`src/rtl/sdc_pkg.sv`:
```
package sdc_pkg;
  localparam int FRAME_W = 48;
  localparam int LONG_W  = 136;
  localparam int RSP_W   = 128;

  typedef enum logic [1:0] {
    RSP_NONE        = 2'd0,
    RSP_SHORT       = 2'd1,
    RSP_LONG        = 2'd2,
    RSP_SHORT_NOCRC = 2'd3
  } rsp_kind_e;

  typedef enum logic [1:0] {
    CT_BC   = 2'd0,
    CT_BCR  = 2'd1,
    CT_AC   = 2'd2,
    CT_ADTC = 2'd3
  } cmd_kind_e;

  typedef enum logic [1:0] {
    ST_IDLE = 2'd0,
    ST_TX   = 2'd1,
    ST_RX   = 2'd2
  } path_state_e;

  // one serial step of CRC7, polynomial x^7 + x^3 + 1
  function automatic logic [6:0] crc7_next(input logic [6:0] c, input logic b);
    logic fb;
    fb = b ^ c[6];
    return {c[5:0], 1'b0} ^ (fb ? 7'h09 : 7'h00);
  endfunction

  function automatic logic [6:0] crc7_of40(input logic [39:0] v);
    logic [6:0] c;
    c = '0;
    for (int i = 39; i >= 0; i--) c = crc7_next(c, v[i]);
    return c;
  endfunction
endpackage

```
`src/rtl/sdc_clkgen.sv`:
```
module sdc_clkgen #(
  parameter int HALF_DIV = 2
) (
  input  logic clk,
  input  logic rst_n,
  output logic card_clk,
  output logic fall_tick,
  output logic rise_tick
);
  localparam int CW = $clog2(HALF_DIV) + 1;

  logic [CW-1:0] cnt;
  logic          wrap;

  assign wrap      = (cnt == CW'(HALF_DIV - 1));
  assign fall_tick = wrap & card_clk;
  assign rise_tick = wrap & ~card_clk;

  always_ff @(posedge clk or negedge rst_n) begin
    if (!rst_n) begin
      cnt      <= '0;
      card_clk <= 1'b0;
    end else if (wrap) begin
      cnt      <= '0;
      card_clk <= ~card_clk;
    end else begin
      cnt <= cnt + 1'b1;
    end
  end
endmodule

```
`src/rtl/sdc_cmd_tx.sv`:
```
module sdc_cmd_tx import sdc_pkg::*; #(
  parameter int INIT_CLKS = 80
) (
  input  logic               clk,
  input  logic               rst_n,
  input  logic               fall_tick,
  input  logic               start,
  input  logic               init_mode,
  input  logic [FRAME_W-1:0] frame,
  output logic               cmd_bit,
  output logic               cmd_oe,
  output logic               done
);
  localparam int CW = $clog2(INIT_CLKS + FRAME_W) + 1;

  logic [FRAME_W-1:0] sr;
  logic [CW-1:0]      left;
  logic               active;

  always_ff @(posedge clk or negedge rst_n) begin
    if (!rst_n) begin
      sr      <= '0;
      left    <= '0;
      active  <= 1'b0;
      cmd_bit <= 1'b1;
      cmd_oe  <= 1'b0;
      done    <= 1'b0;
    end else begin
      done <= 1'b0;
      if (start) begin
        sr     <= init_mode ? '1 : frame;
        left   <= init_mode ? CW'(INIT_CLKS) : CW'(FRAME_W);
        active <= 1'b1;
      end else if (active && fall_tick) begin
        if (left == '0) begin
          active  <= 1'b0;
          cmd_oe  <= 1'b0;
          cmd_bit <= 1'b1;
          done    <= 1'b1;
        end else begin
          cmd_oe  <= 1'b1;
          cmd_bit <= sr[FRAME_W-1];
          sr      <= {sr[FRAME_W-2:0], 1'b1};
          left    <= left - 1'b1;
        end
      end
    end
  end

  // the line value moves only on a falling card-clock edge
  a_r2_fall_edge_only: assert property (@(posedge clk) disable iff (!rst_n)
    !fall_tick |=> $stable(cmd_bit));
endmodule

```
`src/rtl/sdc_rsp_rx.sv`:
```
module sdc_rsp_rx import sdc_pkg::*; (
  input  logic             clk,
  input  logic             rst_n,
  input  logic             rise_tick,
  input  logic             arm,
  input  logic             long_mode,
  input  logic             cmd_in,
  output logic             started,
  output logic             done,
  output logic             crc_ok,
  output logic [RSP_W-1:0] shreg
);
  logic [7:0] cnt;
  logic [6:0] crc;
  logic       fin;
  logic [7:0] last_idx;
  logic       covered;

  assign last_idx = long_mode ? 8'(LONG_W - 1) : 8'(FRAME_W - 1);
  assign covered  = long_mode ? (cnt >= 8'd8 && cnt < 8'd128) : (cnt < 8'd40);
  assign crc_ok   = (crc == shreg[7:1]);

  always_ff @(posedge clk or negedge rst_n) begin
    if (!rst_n) begin
      started <= 1'b0;
      done    <= 1'b0;
      fin     <= 1'b0;
      cnt     <= '0;
      crc     <= '0;
      shreg   <= '0;
    end else begin
      done <= 1'b0;
      if (!arm) begin
        started <= 1'b0;
        fin     <= 1'b0;
        cnt     <= '0;
        crc     <= '0;
      end else if (rise_tick && !fin) begin
        if (!started) begin
          if (!cmd_in) begin
            started <= 1'b1;
            cnt     <= 8'd1;
            crc     <= '0;
            shreg   <= {shreg[RSP_W-2:0], 1'b0};
          end
        end else begin
          shreg <= {shreg[RSP_W-2:0], cmd_in};
          if (covered) crc <= crc7_next(crc, cmd_in);
          cnt <= cnt + 1'b1;
          if (cnt == last_idx) begin
            done    <= 1'b1;
            fin     <= 1'b1;
            started <= 1'b0;
          end
        end
      end
    end
  end

  // capture opens only on a low start bit
  a_r5_start_low: assert property (@(posedge clk) disable iff (!rst_n)
    $rose(started) |-> !$past(cmd_in));
endmodule

```
`src/rtl/sdc_cmd_path.sv`:
```
module sdc_cmd_path import sdc_pkg::*; #(
  parameter int HALF_DIV  = 2,
  parameter int TIMEOUT   = 64,
  parameter int INIT_CLKS = 80,
  parameter int ADDR_W    = 8
) (
  input  logic              clk,
  input  logic              rst_n,
  input  logic              wr_en,
  input  logic [ADDR_W-1:0] wr_addr,
  input  logic [15:0]       wr_data,
  output logic [15:0]       status,
  output logic              busy,
  output logic [RSP_W-1:0]  rsp_regs,
  output logic              card_clk,
  output logic              cmd_out,
  output logic              cmd_oe,
  input  logic              cmd_in
);
  localparam logic [ADDR_W-1:0] A_CMD  = ADDR_W'('h00);
  localparam logic [ADDR_W-1:0] A_ARGL = ADDR_W'('h04);
  localparam logic [ADDR_W-1:0] A_ARGH = ADDR_W'('h08);
  localparam logic [ADDR_W-1:0] A_STAT = ADDR_W'('h10);
  localparam int TW = $clog2(TIMEOUT) + 1;

  path_state_e  st;
  logic [15:0]  arg_lo, arg_hi;
  rsp_kind_e    kind_q;
  logic         need_q;
  logic         st_eoc, st_cto, st_ccrc;
  logic [TW-1:0] tmo;

  logic fall_tick, rise_tick;
  logic tx_done, rx_started, rx_done, rx_crc_ok;
  logic [RSP_W-1:0] rx_bits;

  logic         cmd_wr, tx_start, init_w;
  rsp_kind_e    kind_w;
  cmd_kind_e    ctype_w;
  logic [39:0]  body_w;
  logic [FRAME_W-1:0] frame_w;

  assign cmd_wr   = wr_en && (wr_addr == A_CMD);
  assign tx_start = cmd_wr && (st == ST_IDLE);
  assign init_w   = (wr_data == 16'h0080);
  assign kind_w   = rsp_kind_e'(wr_data[9:8]);
  assign ctype_w  = cmd_kind_e'(wr_data[13:12]);
  assign body_w   = {2'b01, wr_data[5:0], arg_hi, arg_lo};
  assign frame_w  = {body_w, crc7_of40(body_w), 1'b1};

  assign busy   = (st != ST_IDLE);
  assign status = {7'd0, st_ccrc, st_cto, 6'd0, st_eoc};

  sdc_clkgen #(.HALF_DIV(HALF_DIV)) u_clk (
    .clk(clk), .rst_n(rst_n), .card_clk(card_clk),
    .fall_tick(fall_tick), .rise_tick(rise_tick));

  sdc_cmd_tx #(.INIT_CLKS(INIT_CLKS)) u_tx (
    .clk(clk), .rst_n(rst_n), .fall_tick(fall_tick), .start(tx_start),
    .init_mode(init_w), .frame(frame_w), .cmd_bit(cmd_out),
    .cmd_oe(cmd_oe), .done(tx_done));

  sdc_rsp_rx u_rx (
    .clk(clk), .rst_n(rst_n), .rise_tick(rise_tick), .arm(st == ST_RX),
    .long_mode(kind_q == RSP_LONG), .cmd_in(cmd_in), .started(rx_started),
    .done(rx_done), .crc_ok(rx_crc_ok), .shreg(rx_bits));

  always_ff @(posedge clk or negedge rst_n) begin
    if (!rst_n) begin
      st       <= ST_IDLE;
      arg_lo   <= '0;
      arg_hi   <= '0;
      kind_q   <= RSP_NONE;
      need_q   <= 1'b0;
      st_eoc   <= 1'b0;
      st_cto   <= 1'b0;
      st_ccrc  <= 1'b0;
      tmo      <= '0;
      rsp_regs <= '0;
    end else begin
      if (wr_en && wr_addr == A_ARGL) arg_lo <= wr_data;
      if (wr_en && wr_addr == A_ARGH) arg_hi <= wr_data;
      if (wr_en && wr_addr == A_STAT) begin
        st_eoc  <= st_eoc  & ~wr_data[0];
        st_cto  <= st_cto  & ~wr_data[7];
        st_ccrc <= st_ccrc & ~wr_data[8];
      end
      case (st)
        ST_IDLE: if (tx_start) begin
          kind_q <= kind_w;
          need_q <= !init_w && (kind_w != RSP_NONE) && (ctype_w != CT_BC);
          st     <= ST_TX;
        end
        ST_TX: if (tx_done) begin
          if (need_q) begin
            tmo <= '0;
            st  <= ST_RX;
          end else begin
            st_eoc <= 1'b1;
            st     <= ST_IDLE;
          end
        end
        ST_RX: if (rx_done) begin
          if (kind_q == RSP_LONG) rsp_regs <= rx_bits;
          else                    rsp_regs <= {rx_bits[39:8], 96'd0};
          st_eoc <= 1'b1;
          if (kind_q != RSP_SHORT_NOCRC && !rx_crc_ok) st_ccrc <= 1'b1;
          st <= ST_IDLE;
        end else if (rise_tick && !rx_started) begin
          if (tmo == TW'(TIMEOUT - 1)) begin
            st_cto <= 1'b1;
            st     <= ST_IDLE;
          end else begin
            tmo <= tmo + 1'b1;
          end
        end
        default: st <= ST_IDLE;
      endcase
    end
  end

  // the line is only driven during a command
  a_r3_oe_in_cmd: assert property (@(posedge clk) disable iff (!rst_n)
    cmd_oe |-> busy);
  // a CRC error is always reported with end of command
  a_r7_crc_with_eoc: assert property (@(posedge clk) disable iff (!rst_n)
    $rose(st_ccrc) |-> st_eoc);
  // a timeout never completes the command as well
  a_r9_tmo_alone: assert property (@(posedge clk) disable iff (!rst_n)
    $rose(st_cto) |-> !$rose(st_eoc));
  // a command word during a command leaves the latched kind alone
  a_r11_busy_ignore: assert property (@(posedge clk) disable iff (!rst_n)
    (busy && cmd_wr) |=> $stable(kind_q));
endmodule

```
`config.mk`:
```
export PLATFORM = sky130hd
export DESIGN_NAME = sdc_cmd_path
export DESIGN_NICKNAME = d
export VERILOG_FILES = /design/src/rtl/sdc_pkg.sv /design/src/rtl/sdc_clkgen.sv /design/src/rtl/sdc_cmd_tx.sv /design/src/rtl/sdc_rsp_rx.sv /design/src/rtl/sdc_cmd_path.sv
export SDC_FILE = /design/constraint.sdc
export NUM_CORES = 1
export LEC_CHECK = 0
export BUFFER_PORTS_ARGS = -buffer_cell sky130_fd_sc_hd__buf_2
export CAP_MARGIN = 30
export CORE_MARGIN = 3
export CORE_UTILIZATION = 35
export CTS_CLUSTER_SIZE = 25
export DETAILED_ROUTE_END_ITERATION = 6
export GPL_ROUTABILITY_DRIVEN = 0
export PLACE_DENSITY_LB_ADDON = 0.05
export SLEW_MARGIN = 20
export SYNTH_ARGS = -nofsm -noshare
export SYNTH_HDL_FRONTEND = slang
export SYNTH_HIERARCHICAL = 1
export SYNTH_SLANG_ARGS = --single-unit
```
`constraint.sdc`:
```
create_clock -name clk -period 3.1 [get_ports clk]
set_clock_uncertainty 0.05 [all_clocks]
set_input_delay 0.155 -clock clk [delete_from_list [all_inputs] [get_ports clk]]
set_output_delay 0.155 -clock clk [all_outputs]
set_load 0.02 [all_outputs]
```
* Word-level counts from Yosys, hierarchy flattened
Index checks and enable logic that the tools add are counted.
Cells by class: order comparisons 3, muxes and demuxes 110, reductions and logical operators 36, add/subtract/negate cells 4, equality and inequality tests 27, bitwise logic cells 87
Operator list (number):
- $mux 128 | 3
- $xor 7x4->7 | 36
- $mux 48 | 4
- $mux 4 | 39
- $mux 7 | 11
- $mux 8 | 8
- $xor 1x1->1 | 36
- $mux 1 | 35
- $ne 2x2->1 const B | 10
- $eq 16x8->1 const B | 1
- $logic_not 8->1 | 2
- $mux 2 | 7
- $pmux 7 s2 | 1
- $logic_and 1x1->1 | 12
- $ne 3x3->1 const B | 4
- $reduce_and 2->1 | 6
- $reduce_bool 2->1 | 6
- $reduce_and 3->1 | 3
- $add 8x1->8 const B | 1
- $eq 8x3->1 const B | 1
- $eq 8x4->1 const B | 1
- $eq 8x5->1 const B | 1
- $eq 8x8->1 | 1
- $ge 8x4->1 const B | 1
- 22 further kinds | 37
Word-level totals: register bits 384, output and inout bits 148

* Depth between registers and ports, before layout
Gate-level depths: netlist (run 1).
depth in word-level cells 111, gate-level depth with buffers 10

* Cells and area by module
The synthesis (run 1) kept the hierarchy.
Modules (own cells, without submodules):
- sdc_cmd_path | area an instance 7886.3 sq um, times used 1, cells each 597
- sdc_rsp_rx | area an instance 5745.5 sq um, times used 1, cells each 367
- sdc_cmd_tx | area an instance 2806.4 sq um, times used 1, cells each 321
- sdc_clkgen | area an instance 126.4 sq um, times used 1, cells each 10

* Least setup slack after synthesis (run 1)
OpenSTA, ideal clock, no wires.
kind reg-to-reg, from register arg_hi[11], to register u_tx.sr[4], arrival time 2.332 ns, required time 2.928 ns, path slack 0.595 ns, path buffers 0, cell stages (with the launch flop) 8, cells stage by stage dfrtp_1 > xnor2_1 > xnor3_1 > xor3_2 > xnor3_2 > xnor3_1 > nor2_1 > a21oi_1
Between the ends: word-level cells in the longest chain between the ends 44, elaborated cells on any way between the ends 56
Ends and longest elaborated chain:
- from (decl) | line sdc_cmd_path.sv:27 | logic [15:0] arg_lo, arg_hi;
- from (signal assigned) | line sdc_cmd_path.sv:82 | if (wr_en && wr_addr == A_ARGH) arg_hi <= wr_data;
- $xor 1x1->1 (*) | line sdc_pkg.sv:29 | fb = b ^ c[6];
- $mux 4 (*) | line sdc_pkg.sv:30 | return {c[5:0], 1'b0} ^ (fb ? 7'h09 : 7'h00);
- $xor 7x4->7 (*) (4 in series) | line sdc_pkg.sv:30
- $xor 1x1->1 or $xor 7x4->7 (tied branches) | line sdc_pkg.sv:29, sdc_pkg.sv:30
- $mux 4 or $xor 7x4->7 (tied branches) | line sdc_pkg.sv:30
- $xor 7x4->7 (*) (4 in series) | line sdc_pkg.sv:30
- $xor 1x1->1 or $xor 7x4->7 (tied branches) | line sdc_pkg.sv:29, sdc_pkg.sv:30
- $mux 4 or $xor 7x4->7 (tied branches) | line sdc_pkg.sv:30
- (+17 left out)
- $mux 4 or $xor 7x4->7 (tied branches) | line sdc_pkg.sv:30
- $xor 7x4->7 (*) (4 in series) | line sdc_pkg.sv:30
- $xor 1x1->1 or $xor 7x4->7 (tied branches) | line sdc_pkg.sv:29, sdc_pkg.sv:30
- $mux 4 or $xor 7x4->7 (tied branches) | line sdc_pkg.sv:30
- $xor 7x4->7 (*) (4 in series) | line sdc_pkg.sv:30
- net frame_w[4] | line sdc_cmd_path.sv:41 | logic [FRAME_W-1:0] frame_w;
- $mux 48 (*) | line sdc_cmd_tx.sv:31 | sr <= init_mode ? '1 : frame;
- $mux 48 (*) | line sdc_cmd_tx.sv:30 | if (start) begin
- to (signal assigned) | line sdc_cmd_tx.sv:31
- to (signal assigned) | line sdc_cmd_tx.sv:43 | sr <= {sr[FRAME_W-2:0], 1'b1};
- to (decl) | line sdc_cmd_tx.sv:16 | logic [FRAME_W-1:0] sr;
The timed path passes the listed nets; every way through them passes the cells marked *. A chain may end at the register's enable or synchronous reset.

* Worst setup path after layout (run 1)
Ends and elaborated chain as after synthesis.

==> reports/summary.md, run 1 <==
The die covers 49970 µm². Hold path startpoint: wr_addr[3]. The run gives 0 as the number of antenna violations at the first check in global routing. The signal on the critical path passes through xnor2_1, xnor3_1, xor3_2, xnor3_2, xnor3_1, nor2_1, a21oi_1. The critical path starts at arg_hi[11]$_DFFE_PN0P_. The horizontal die dimension was 223.6 µm; the antenna violation net count after detailed routing was 0. After layout, the minimum clock period comes to 2.682 ns.

Among the stages of the critical path, the cell type that occurs most often is xnor3_1. The maximum number of pins on one net before global-route repair came out at 91. Counting cells, the worst reg-to-reg path comes to 7. Setup fix buffers added after clock tree synthesis: 0.

The I/O pin count was 176. The final route contains 10480 vias. For this run, design rule violations remaining after detail routing come to 0. The type of the tightest min-delay check is input port to flop. Yosys attributes the largest share of cell area to dfrtp_1 58%, mux2_1 8.6%, a22o_1 5.6%.

The count of input and output buffers is 162. Power spread over the standard cell area amounts to 576.0 nW/µm². For hold timing, the worst endpoint is st[1]$_DFFE_PN0P_.

The run finished with clean final reports. Overall routed net length: 39810 µm. The critical-path maximum fanout was 3; the synthesized cell area was 16560 µm². The highest achievable clock rate is 372.8 MHz. Vertical die dimension: 223.6 µm. In the final timing run, aggregate negative setup slack is 0 ns. The number of global-route vias before repair was 10950; the routed wirelength normalized by instance count was 18.89 µm. The core region is 46650 µm². The share of flip-flops with an asynchronous set or reset came out at 1.000. The synthesized flop and latch total is 384. For the number of detailed-routing iterations run before antenna repair, the log shows 4. Most used flip-flop cell after synthesis: dfrtp_1.

Counting instances, the worst hold path has a depth of 5. The tools report the worst vdd rail ir drop as 0.3520 mV. The library cell used most frequently in the layout, excluding fill and tap cells, is dfrtp_1.

The final instance area came out at 19680 µm². The fraction of the yosys area taken by sequential cells was 0.5802. For the post-detailed-placement cell area, the log shows 18020 µm². The tree built by TritonCTS fans out to 384 sinks.

TritonCTS built the clock tree. The endpoint of the most critical register-to-register path was u_tx/sr[4]$_DFFE_PN0P_. For the effective utilization at floorplan, the log shows 0.3550. Buffer cell driving the clock tree root: clkbuf_16. Kind of launch point of the worst setup path: a flop.

CTS built an H-tree with a depth of 2. The tools report the number of inserted filler cells in the final layout as 4462. In this run the core area contains 79 standard-cell rows.

The run gives 64890 µm as the global-route wire length before repair. The clock transition time at the flip-flop clock pins of the worst setup and hold paths is 0.06 ns. Each instance of the synthesized netlist takes up on average 12.79 µm². From synthesis to final layout, the design area changed by 18.79%. The wire-length estimate of the detail-placed layout is 25340 µm.

After synthesis, the netlist uses 69 different library cells. The critical-path cell with the highest stage delay was xor3_2. For the worst setup path, the data arrival time is 3.07 ns. The data required time of the worst path was 3.49 ns; the count of mapped cells out of synthesis was 1295.

The critical path is of the flop to flop type. Number of nets in the layout: 1508. The portion of the clock cycle consumed by the worst path in the final layout works out to 0.8652. The worst-skew pair later-pin latency is 0.56 ns.

Summed over all instances, the cell type with the most area after synthesis is dfrtp_1. Setup repair after global routing left no endpoint under its margin. In this run the critical register-to-register path is launched from arg_hi[11]$_DFFE_PN0P_. The worst setup slack for register-to-register paths is 0.42 ns.

The portion of synthesized cell area occupied by the leading cell type was 0.5786; the number of hold violations in the final report was 0. The detailed-route vias per instance is 4.974, and the layout cell share with drive strength beyond 1 is 0.2100. For this run, the slowest stage of the critical path takes 0.45 ns.

Count of yosys warnings during synthesis: 6. The tools report the max-slew violation count as 0. Normalized max-slew margin: 0.4908.

Setup violations remaining at the end of the flow were counted as 0. The overall global routing resource usage was 0.1613. Once the clock tree was built, the resizer swapped 0 gates to a different size. Diode insertion count for antenna repair: 0. STA classifies the critical path endpoint as a flop.

The tools report the residual overflow from global routing as 0. The number of violations of the max-capacitance limit is 0. The leakage power summed over all cells is 0.009905 µW, and the count of flip-flops with a built-in enable after synthesis is 0.

The number of buffers added by the clock tree synthesis step came out at 45. Leaving out fill and tap cells, the most frequent cells in the layout are 383 x dfrtp_1, 161 x buf_2, 127 x mux2_1. Iteration-0 DRC count of the detailed router: 503. At the pin with the least slew margin, the transition time is 0.7638 ns. The clock tree buffer depth is 3.
[cell usage after synthesis, drive strengths merged, types with 2 or more instances]
master / instances
o2bb2ai: 2
nand3b: 2
xor3: 6
o22a: 2
a31oi: 4
a22o: 106
clkbuf: 43
nand3: 7
nor2: 67
nand2b: 4
o31ai: 3
o21ai: 57
xnor2: 34
o21a: 3
and2: 2
a21oi: 100
inv: 16
mux2i: 33
o32a: 2
or4: 3
xnor3: 19
xor2: 17
ha: 8
buf: 52
a32o: 3
nor4bb: 2
conb: 2
nand2: 99
nor3: 6
nor2b: 5
nand4: 7
mux2: 162
dfrtp: 383
nor4: 6
or3: 4
o211ai: 3
and3: 4
[registers in the layout, indices dropped and copies added, names as in the netlist, 7 cells and up]
name / cells
u_rx/crc: 7
u_tx/sr: 48
tmo: 7
u_tx/left: 8
u_rx/shreg: 128
arg_lo: 16
u_rx/cnt: 8
arg_hi: 16
rsp_regs: 128
[stage by stage]
| stage | hold slack [ns] | total power [µW] | cells | worst slack, ns | util |
|---|---|---|---|---|---|
| final | 0.04653 | 11330 | 2107 | 0.4179 | 0.4217 |
| after global routing | 0.05211 | 11870 | 2107 | 0.3185 | 0.4217 |
| after CTS | 0.004086 | 11580 | 2107 | 0.3952 | 0.4217 |
| after detailed placement | 0.2076 | 6232 | 2010 | 0.4163 | 0.3863 |
| after global placement | 0.2123 | 6235 | 2010 | 0.4590 | 0.3863 |
| after floorplan | -0.1906 | 5974 | 1309 | 0.5953 | - |
[report_power, final]
group          internal [µW]  switching (µW)
logic                    636             393
clock network           3100            2090
registers               5060            56.2
[routing by layer]
metal / track usage / wire, µm
met5: 0 / 0
met4: 0.04292 / 732
met3: 0.04023 / 2034
met2: 0.2463 / 18040
met1: 0.2306 / 19000
[critical path: cells and delay by family (launching register included)]
kind | cells | cell delay, ns
and+or+nand+nor | 1 | 0.12
DFF | 1 | 0.40
AOI/OAI and AO/OA | 1 | 0.05
xor gates and xnor gates | 5 | 1.95
[cells by family (layout without fill, tap and decap cells)]
family | count (synthesis) | count (layout) | synth area share
compound gates | 295 | 295 | 0.1211
xor+xnor | 76 | 76 | 0.06398
other cells | 2 | 16 | 0.0004534
simple gates | 224 | 224 | 0.06201
flops | 384 | 384 | 0.5802
buf+inv | 111 | 302 | 0.03618
fa+ha+maj | 8 | 8 | 0.006043
mux | 195 | 195 | 0.1301
[layout make-up]
cell class / instances / area (µm²) / share of cell area
sequential: 384 / 9610 / 0.4884
multi-input combinational: 814 / 6442 / 0.3274
timing repair buffer: 211 / 1369 / 0.06957
clock buffer: 63 / 1274 / 0.06473
tap: 607 / 759.5 / 0.03860
clock inverter: 12 / 161.4 / 0.008203
inverter: 16 / 60.06 / 0.003052
[timing repair]
item	CTS	global route
hold buffers	22	0
setup endpoints to repair	0	0
hold endpoints to repair	126	0
[how the worst max path moves through the flow]
stage | endpoint | slack, ns
2_1_floorplan | u_tx/sr[4]$_DFFE_PN0P_ | 0.60
3_3_place_gp | u_tx/sr[4]$_DFFE_PN0P_ | 0.46
3_5_place_dp | u_tx/sr[4]$_DFFE_PN0P_ | 0.42
4_1_cts | u_tx/sr[4]$_DFFE_PN0P_ | 0.40
5_1_grt | u_tx/sr[1]$_DFFE_PN0P_ | 0.32
6_report | u_tx/sr[4]$_DFFE_PN0P_ | 0.42
Power figures use the tool's default switching activity.
==> run 2, diff against run 1 <==
- ABC_AREA: not set -> 1
==> reports/summary.md, run 2 <==
The clock power share was 0.426; the overall global routing resource usage was 0.1847. The share of flip-flops with an asynchronous set or reset was 1.000; the synthesized cell area was 17460 µm². Main combinational cell family by area after synthesis: simple AND/OR/NAND/NOR gates. The flow ran to the end, and the final reports show no timing, DRC or antenna violations.

In this run the worst setup path terminates at u_tx/sr[4]$_DFFE_PN0P_. By area the synthesized netlist is led by dfrtp_1 55%, nand2_1 19%, nand3_1 4.8%. The analysis attributes to net switching a power of 3816 µW. The run gives 47960 µm as the overall routed net length. For the sequential share of power, the log shows 0.415. The detail route stage leaves a number of antenna-violating nets equal to 0. The die covers 52610 µm². The diode insertion count for antenna repair was 0. The run gives 5 as the number of detailed-routing iterations run before antenna repair. For the fraction of the yosys area taken by sequential cells, the log shows 0.5503. The layout has 4904 filler cells. In this run, synthesis produced a sequential element count of 384. The clock passes through at most 3 buffers. Buffer cell driving the clock tree root: clkbuf_16.

The portion of the clock cycle consumed by the worst path in the final layout was 0.8792; the highest achievable clock rate was 366.9 MHz. For the number of endpoints failing setup at the final stage, the log shows 0. The critical path starts at arg_hi[15]$_DFFE_PN0P_. Mux cell area share after synthesis: 0. The tools report the count of yosys warnings during synthesis as 6. The largest registers in the layout are rsp_regs: 128 flops, u_rx/shreg: 128 flops, u_tx/sr: 48 flops. Of all nets on the critical path, the largest fanout is 4.

Switching fraction of total power: 0.2928. The number of distinct library cell variants in the gate-level netlist after synthesis is 44, and the critical path depth is 26. The later pin in the worst-skew pair is clocked with a latency of 0.58 ns. For the pin with the worst max-slew slack, the measured transition is 0.7268 ns. The tools report the number of global-route vias before repair as 14480. The worst register-to-register path has a depth of 26.

The post-synthesis xor/xnor area fraction is 0.004514. In this run the tool buffered the top-level ports with 162 buffer cells. Internal power comes to 9216 µW. The total number of placement rows is 81. For flop-to-flop paths, the worst setup slack is 0.37 ns. The worst hold-check slack is 0.09393 ns, and the effective utilization at floorplan is 0.3553.

Broken down by cell family, the worst path's largest delay share belongs to simple AND/OR/NAND/NOR gates. The count of cells along the worst hold path is 5, and the number of antenna violations at the first check in global routing is 0. The post-synthesis cell type with the largest combined area was dfrtp_1. The core utilization of the finished layout was 0.4231; the total number of clock tree sinks was 384.

In this run, synthesis inferred 0 flip-flops with an integrated enable. The detailed router placed 14460 vias in this run. The kind of capture point of the worst setup path is a flop. The horizontal die dimension works out to 229.4 µm. By count the netlist is led by 891 x nand2_1, 383 x dfrtp_1, 168 x nand3_1, 163 x o21ai_0, 106 x inv_1.

The post-synthesis area per instance came out at 8.137 µm². The worst hold path belongs to the class input port to flop. Data on the critical path is required at its endpoint by 3.48 ns. The portion of synthesized cell area occupied by the leading cell type was 0.5488. For this design the ratio of total power to cell area is 626.6 nW/µm².

The minimum clock period after layout is 2.726 ns, and the post-synthesis compound-gate area fraction is 0.07451. CTS built an H-tree with a depth of 2. TritonCTS built the clock tree. The kind of launch point of the worst setup path is a flop.

The largest single stage delay on the critical path is 0.41 ns. The cell with the most instances after synthesis is nand2_1. Once detailed placement completed, the half-perimeter wirelength came to 30580 µm.

Setup repair after global routing could not meet its margin everywhere. The endpoint of the most critical register-to-register path was u_tx/sr[4]$_DFFE_PN0P_. The largest individual stage delay along the critical path comes from the cell dfrtp_1. After the first detailed-routing iteration, the DRC count stood at 850. In this design, the critical path's most frequently occurring cell is nand2_1. The most used flip-flop cell after synthesis was dfrtp_1. The global-route wire length before repair was 79420 µm. The maximum number of pins on one net before global-route repair is 130.

The share of synthesized cell area in full adder, half adder and majority cells works out to 0.005732. 176 I/O pins were placed. Clock transition time at the flip-flop clock pins of the worst setup and hold paths: 0.06 ns. Max-cap violations in this run came to 0. The worst setup path is of the flop to flop kind. The max-slew violation count was 0; the count of buffer and inverter cells on the critical path was 3. In this run the static leakage power is 0.01113 µW. The startpoint identified for the worst register-to-register timing path is arg_hi[15]$_DFFE_PN0P_. The detailed-route vias per instance is 4.816. Relative to the synthesized area, the layout overhead comes to 19.09%. In the layout the commonest cells are 888 x nand2_1, 383 x dfrtp_1, 167 x nand3_1. Dividing the detail-routed wire length by the instance count gives 15.97 µm.

After technology mapping, the gate count stands at 2146. The run gives 0.5155 as the normalized max-slew margin. The number of buffers added by the clock tree synthesis step was 46.

Number of hold violations in the final report: 0. The combinational group share of total power was 0.159; the layout cell share with drive strength beyond 1 was 0.1565. The simple-gate portion of the synthesized area was 0.3022; the number of nets in the layout was 2340. The worst vdd rail ir drop was 0.3217 mV. The critical path data arrival time came out at 3.11 ns. After detailed routing, the number of remaining DRC violations is 0.

Leaving out fill and tap cells, the most frequent cell in the layout is nand2_1. The area of the core region is 49150 µm², and the residual overflow from global routing is 0. Vertical die dimension: 229.4 µm.
[run 2: what timing repair did]
item,4_1_cts,5_1_grt
hold buffers,23,0
buffers inserted,0,2
endpoints found under the hold margin,111,0
gates resized for setup,0,5
setup endpoints to repair,0,3
[run 2: worst min-delay path by stage]
stage	startpoint	to	slack [ns]
final	wr_addr[5]	st_eoc$_DFF_PN0_	0.09
after global routing	wr_addr[5]	st_eoc$_DFF_PN0_	0.18
after CTS	wr_addr[5]	st_eoc$_DFF_PN0_	0.05
after detailed placement	rst_n	u_rx/cnt[2]$_DFFE_PN0P_	0.20
after global placement	rst_n	u_rx/cnt[2]$_DFFE_PN0P_	0.20
after floorplan	rst_n	arg_hi[0]$_DFFE_PN0P_	-0.19
[run 2: worst reg2reg max path, cell delays in order, from the launching register on]
cell     delay, ns
dfrtp_1       0.41
inv_1         0.09
nand2_1       0.05
nand2_1       0.11
nand3_1       0.11
nand2_2       0.10
nand2_1       0.05
nand2_1       0.10
inv_1         0.06
nand2_2       0.07
nand2_1       0.07
nand2_1       0.07
nand2_1       0.06
nand2_2       0.07
nand2_1       0.07
nand2_1       0.09
nand2_2       0.10
inv_2         0.07
nand2_1       0.04
nand2_1       0.08
nand2_1       0.09
nand2_2       0.10
nand3_1       0.11
nand3_1       0.09
nand2_1       0.06
o22ai_1       0.11
o21ai_0       0.10
[run 2: kinds of logic after synthesis]
| kind of cell | after synthesis |
|---|---|
| xor+xnor | 9 |
| fa+ha+maj | 8 |
| buf+inv | 247 |
| other cells | 2 |
| compound gates | 242 |
| flops | 384 |
| simple gates | 1254 |
[run 2: layout make-up]
| type | instances | area (µm²) | area share |
|---|---|---|---|
| Timing Repair Buffer | 216 | 1441 | 0.06931 |
| Sequential cell | 384 | 9610 | 0.4621 |
| Inverter | 127 | 485.5 | 0.02334 |
| Tap cell | 664 | 830.8 | 0.03995 |
| Multi-Input combinational cell | 1529 | 6858 | 0.3297 |
| Clock buffer | 70 | 1401 | 0.06738 |
| Clock inverter | 13 | 170.2 | 0.008182 |
[run 2: metal layers]
layer	track usage	part of all wire	up-vias
met5	0	0	-
met4	0.05157	0.022	0
met3	0.03744	0.050	64
met2	0.2989	0.46	248
met1	0.2528	0.47	6997
li1	-	-	7153
[run 2: through the flow]
step / setup TNS (ns) / power [µW] / cells / setup slack, ns / area, µm²
2_1_floorplan: 0 / 6936 / 2160 / 0.7671 / 17520
3_3_place_gp: 0 / 7535 / 2894 / 0.3539 / 18940
3_5_place_dp: 0 / 7563 / 2895 / 0.3394 / 18970
4_1_cts: 0 / 13250 / 3001 / 0.3322 / 20770
5_1_grt: -0.01217 / 13740 / 3003 / -0.007664 / 20800
6_report: 0 / 13030 / 3003 / 0.3744 / 20800
[run 2: power by group through the flow]
stage          Combinational, µW  Sequential [µW]  Clock, µW
6_report                    2070             5410       5550
2_1_floorplan               1500             5440          0
3_5_place_dp                2070             5490          0
3_3_place_gp                2040             5490          0
4_1_cts                     2090             5410       5750
5_1_grt                     2370             5430       5940
==> run 3, diff against run 2 <==
- CORE_ASPECT_RATIO: not set -> 0.7
==> reports/summary.md, run 3 (synthesis results as in run 2) <==
For the total number of placement rows, the log shows 67. The logs give 14270 for the number of global-route vias before repair and 0.55 ns for the worst-skew pair later-pin latency. At the end of the flow, the number of nets in the layout was 2326. After detailed routing, the number of remaining DRC violations is 0. Data on the critical path is required at its endpoint by 3.46 ns. The floorplan step set the die width to 273.0 µm.

For this design the ratio of total power to cell area is 609.4 nW/µm². The worst setup path is captured at a flop. The run gives 0 as the number of violations of the max-capacitance limit. The number of antenna violations at the first check in global routing was 0. The run finished with clean final reports. Compared with the post-synthesis result, the final layout area differs by 17.34%. In this run, the number of DRC markers left after iteration 0 of detailed routing was 1141. The count of input and output buffers is 162, and the detailed-route vias per instance is 4.824. In this run the power spent charging and discharging nets is 3743 µW. The layout cell share with drive strength beyond 1 came out at 0.1496. TritonCTS built the clock tree. The post-detailed-placement cell area is 18900 µm², and the switching fraction of total power is 0.2998. The worst path needs 2.822 ns of the cycle, external delays included.

For the number of buffers added by the clock tree synthesis step, the log shows 42. STA classifies the critical path startpoint as a flop. The die is 192.9 µm tall.

The leakage power summed over all cells was 0.01098 µW. At the pin with the least slew margin, the transition time is 0.7381 ns. The first global-routing pass estimated 78540 µm of wire. The first TritonRoute pass finished after 7 iterations. Summed over all layers, the routed wires come to 47770 µm. For the number of placed instances, taps included, the log shows 2880. The largest registers in the layout are rsp_regs: 128 flops, u_rx/shreg: 128 flops, u_tx/sr: 48 flops. The sequential share of power came out at 0.432.

Leaving out fill and tap cells, the most frequent cells in the layout are 890 x nand2_1, 382 x dfrtp_1, 167 x nand3_1. The maximum number of pins on one net before global-route repair is 130, and the antenna violation net count after detailed routing is 0. The max-slew violation count is 0, and the clock transition time at the flip-flop clock pins of the worst setup and hold paths is 0.06 ns. The repair_antennas step left the layout with diodes totalling 0. The run gives 2 as the H-tree depth reported by CTS. Counting every sink on the clock net gives 384.

The longest clock path from root to sink contains 3 buffers. For this run the aggregate overflow at the end of global routing stands at 0. The setup fix buffers added after clock tree synthesis was 0; the effective utilization at floorplan was 0.3598. 176 I/O pins were placed. For the worst setup path, the data arrival time is 3.18 ns. The run gives 20490 µm² as the final instance area. After detailed routing, the average wire length per cell comes to 16.06 µm.

The library cell used most frequently in the layout, excluding fill and tap cells, is nand2_1. For the number of hold violations in the final report, the log shows 0. The normalized max-slew margin was 0.5034. In this run the standard cell core region covers 48540 µm². The number of standard cells in the layout, taps in and fillers out was 2975. The internal portion of the total power is 8744 µW.

The cell sitting at the root of the clock tree is a clkbuf_16. Timing would allow up to 354.4 MHz. The tools report the die footprint as 52650 µm². Critical-path maximum fanout: 5.

The tools report the clock power share as 0.402. The routed layout has 14350 vias. Setup total negative slack on the finished layout was measured at 0 ns. For the overall global routing resource usage, the log shows 0.1838. The path type of the worst setup path is flop to flop. The combinational group share of total power is 0.166, and the core utilization of the finished layout is 0.4222.

The portion of the clock cycle consumed by the worst path in the final layout works out to 0.9102. Summed over all nets, the half-perimeter wirelength after detailed placement is 30860 µm. The worst vdd rail ir drop is 0.3658 mV. The run gives 0 as the number of endpoints failing setup at the final stage. The min-delay analysis places its worst path in the category input port to flop.
## run 3: cell count changes in the layout (fill, tap and decap cells not counted), moves of 2 or more
| cell | before | now |
|---|---|---|
| dlygate4sd3_1 | 23 | 20 |
| clkbuf_16 | 46 | 43 |
| clkbuf_8 | 16 | 8 |
| nand2_2 | 55 | 53 |
| nand2_1 | 888 | 890 |
| clkinvlp_4 | 1 | 3 |
| buf_4 | 19 | 11 |
## run 3: through the flow
| stage | setup WS (ns) | power (µW) | hold slack, ns |
|---|---|---|---|
| 3_3_place_gp | 0.3191 | 7519 | 0.1215 |
| 3_5_place_dp | 0.3477 | 7549 | 0.1290 |
| 6_report | 0.2784 | 12490 | 0.04228 |
| 5_1_grt | -0.007500 | 13190 | 0.05671 |
| 4_1_cts | 0.3136 | 12670 | 0.004407 |
| 2_1_floorplan | 0.7671 | 6936 | -0.1906 |
## run 3: path summary, 6_finish.rpt
check,start,cells past startpoint,end,slack [ns]
max reg2reg,arg_hi[15]$_DFFE_PN0P_,24,u_tx/sr[5]$_DFFE_PN0P_,0.28
min in group asynchronous,rst_n,2,u_rx/shreg[26]$_DFFE_PN0P_,0.12
max,arg_hi[15]$_DFFE_PN0P_,24,u_tx/sr[5]$_DFFE_PN0P_,0.28
min,wr_addr[5],5,st_cto$_DFF_PN0_,0.04
max in group asynchronous,rst_n,3,rsp_regs[94]$_DFFE_PN0P_,1.98
min reg2reg,rsp_regs[58]$_DFFE_PN0P_,2,rsp_regs[58]$_DFFE_PN0P_,0.42
## run 3: per-layer routing
layer	global-route usage	wire length (µm)	share of wire
met5	0	0	0
met4	0.03753	720	0.015
met3	0.03008	2321	0.049
met2	0.2618	19360	0.41
met1	0.2902	25360	0.53
## run 3: cell type report
type	instances	area [µm²]
fillers	4856	28050
well taps	655	819.5
clock inverters	14	146.4
inverters	127	481.7
clock buffers	60	1220
flip-flops and latches	384	9612
repair buffers	206	1359
multi-input cells	1529	6853
## run 3: critical path, stage by stage, from the launching register on
cell and delay, ns:
dfrtp_1 0.43, inv_1 0.09, nand2_1 0.05, nand2_1 0.10, nand3_1 0.09, nand2_1 0.13, nand2_1 0.07, nand2_1 0.09
nand3_1 0.12, nand2_1 0.11, nand2_1 0.09, nand2_1 0.08, nand3_1 0.11, nand2_2 0.12, nand3_1 0.09, nand2_2 0.12
inv_2 0.06, nand2_1 0.06, nand2_2 0.10, inv_2 0.10, nand2_1 0.07, nand3_1 0.07, nand2_1 0.05, o22ai_1 0.13
o21ai_0 0.11
## run 3: what timing repair did
item                                   4_1_cts  5_1_grt
endpoints found under the hold margin      100        0
gates resized for setup                      0        2
hold buffers                                20        0
setup endpoints to repair                    0        2
## run 3: power groups by stage
stage	clock [µW]	combinational, µW	sequential [µW]
detailed placement	0	2060	5490
floorplan	0	1500	5440
global placement	0	2030	5480
global route	5390	2370	5430
finish	5020	2070	5400
CTS	5190	2090	5400
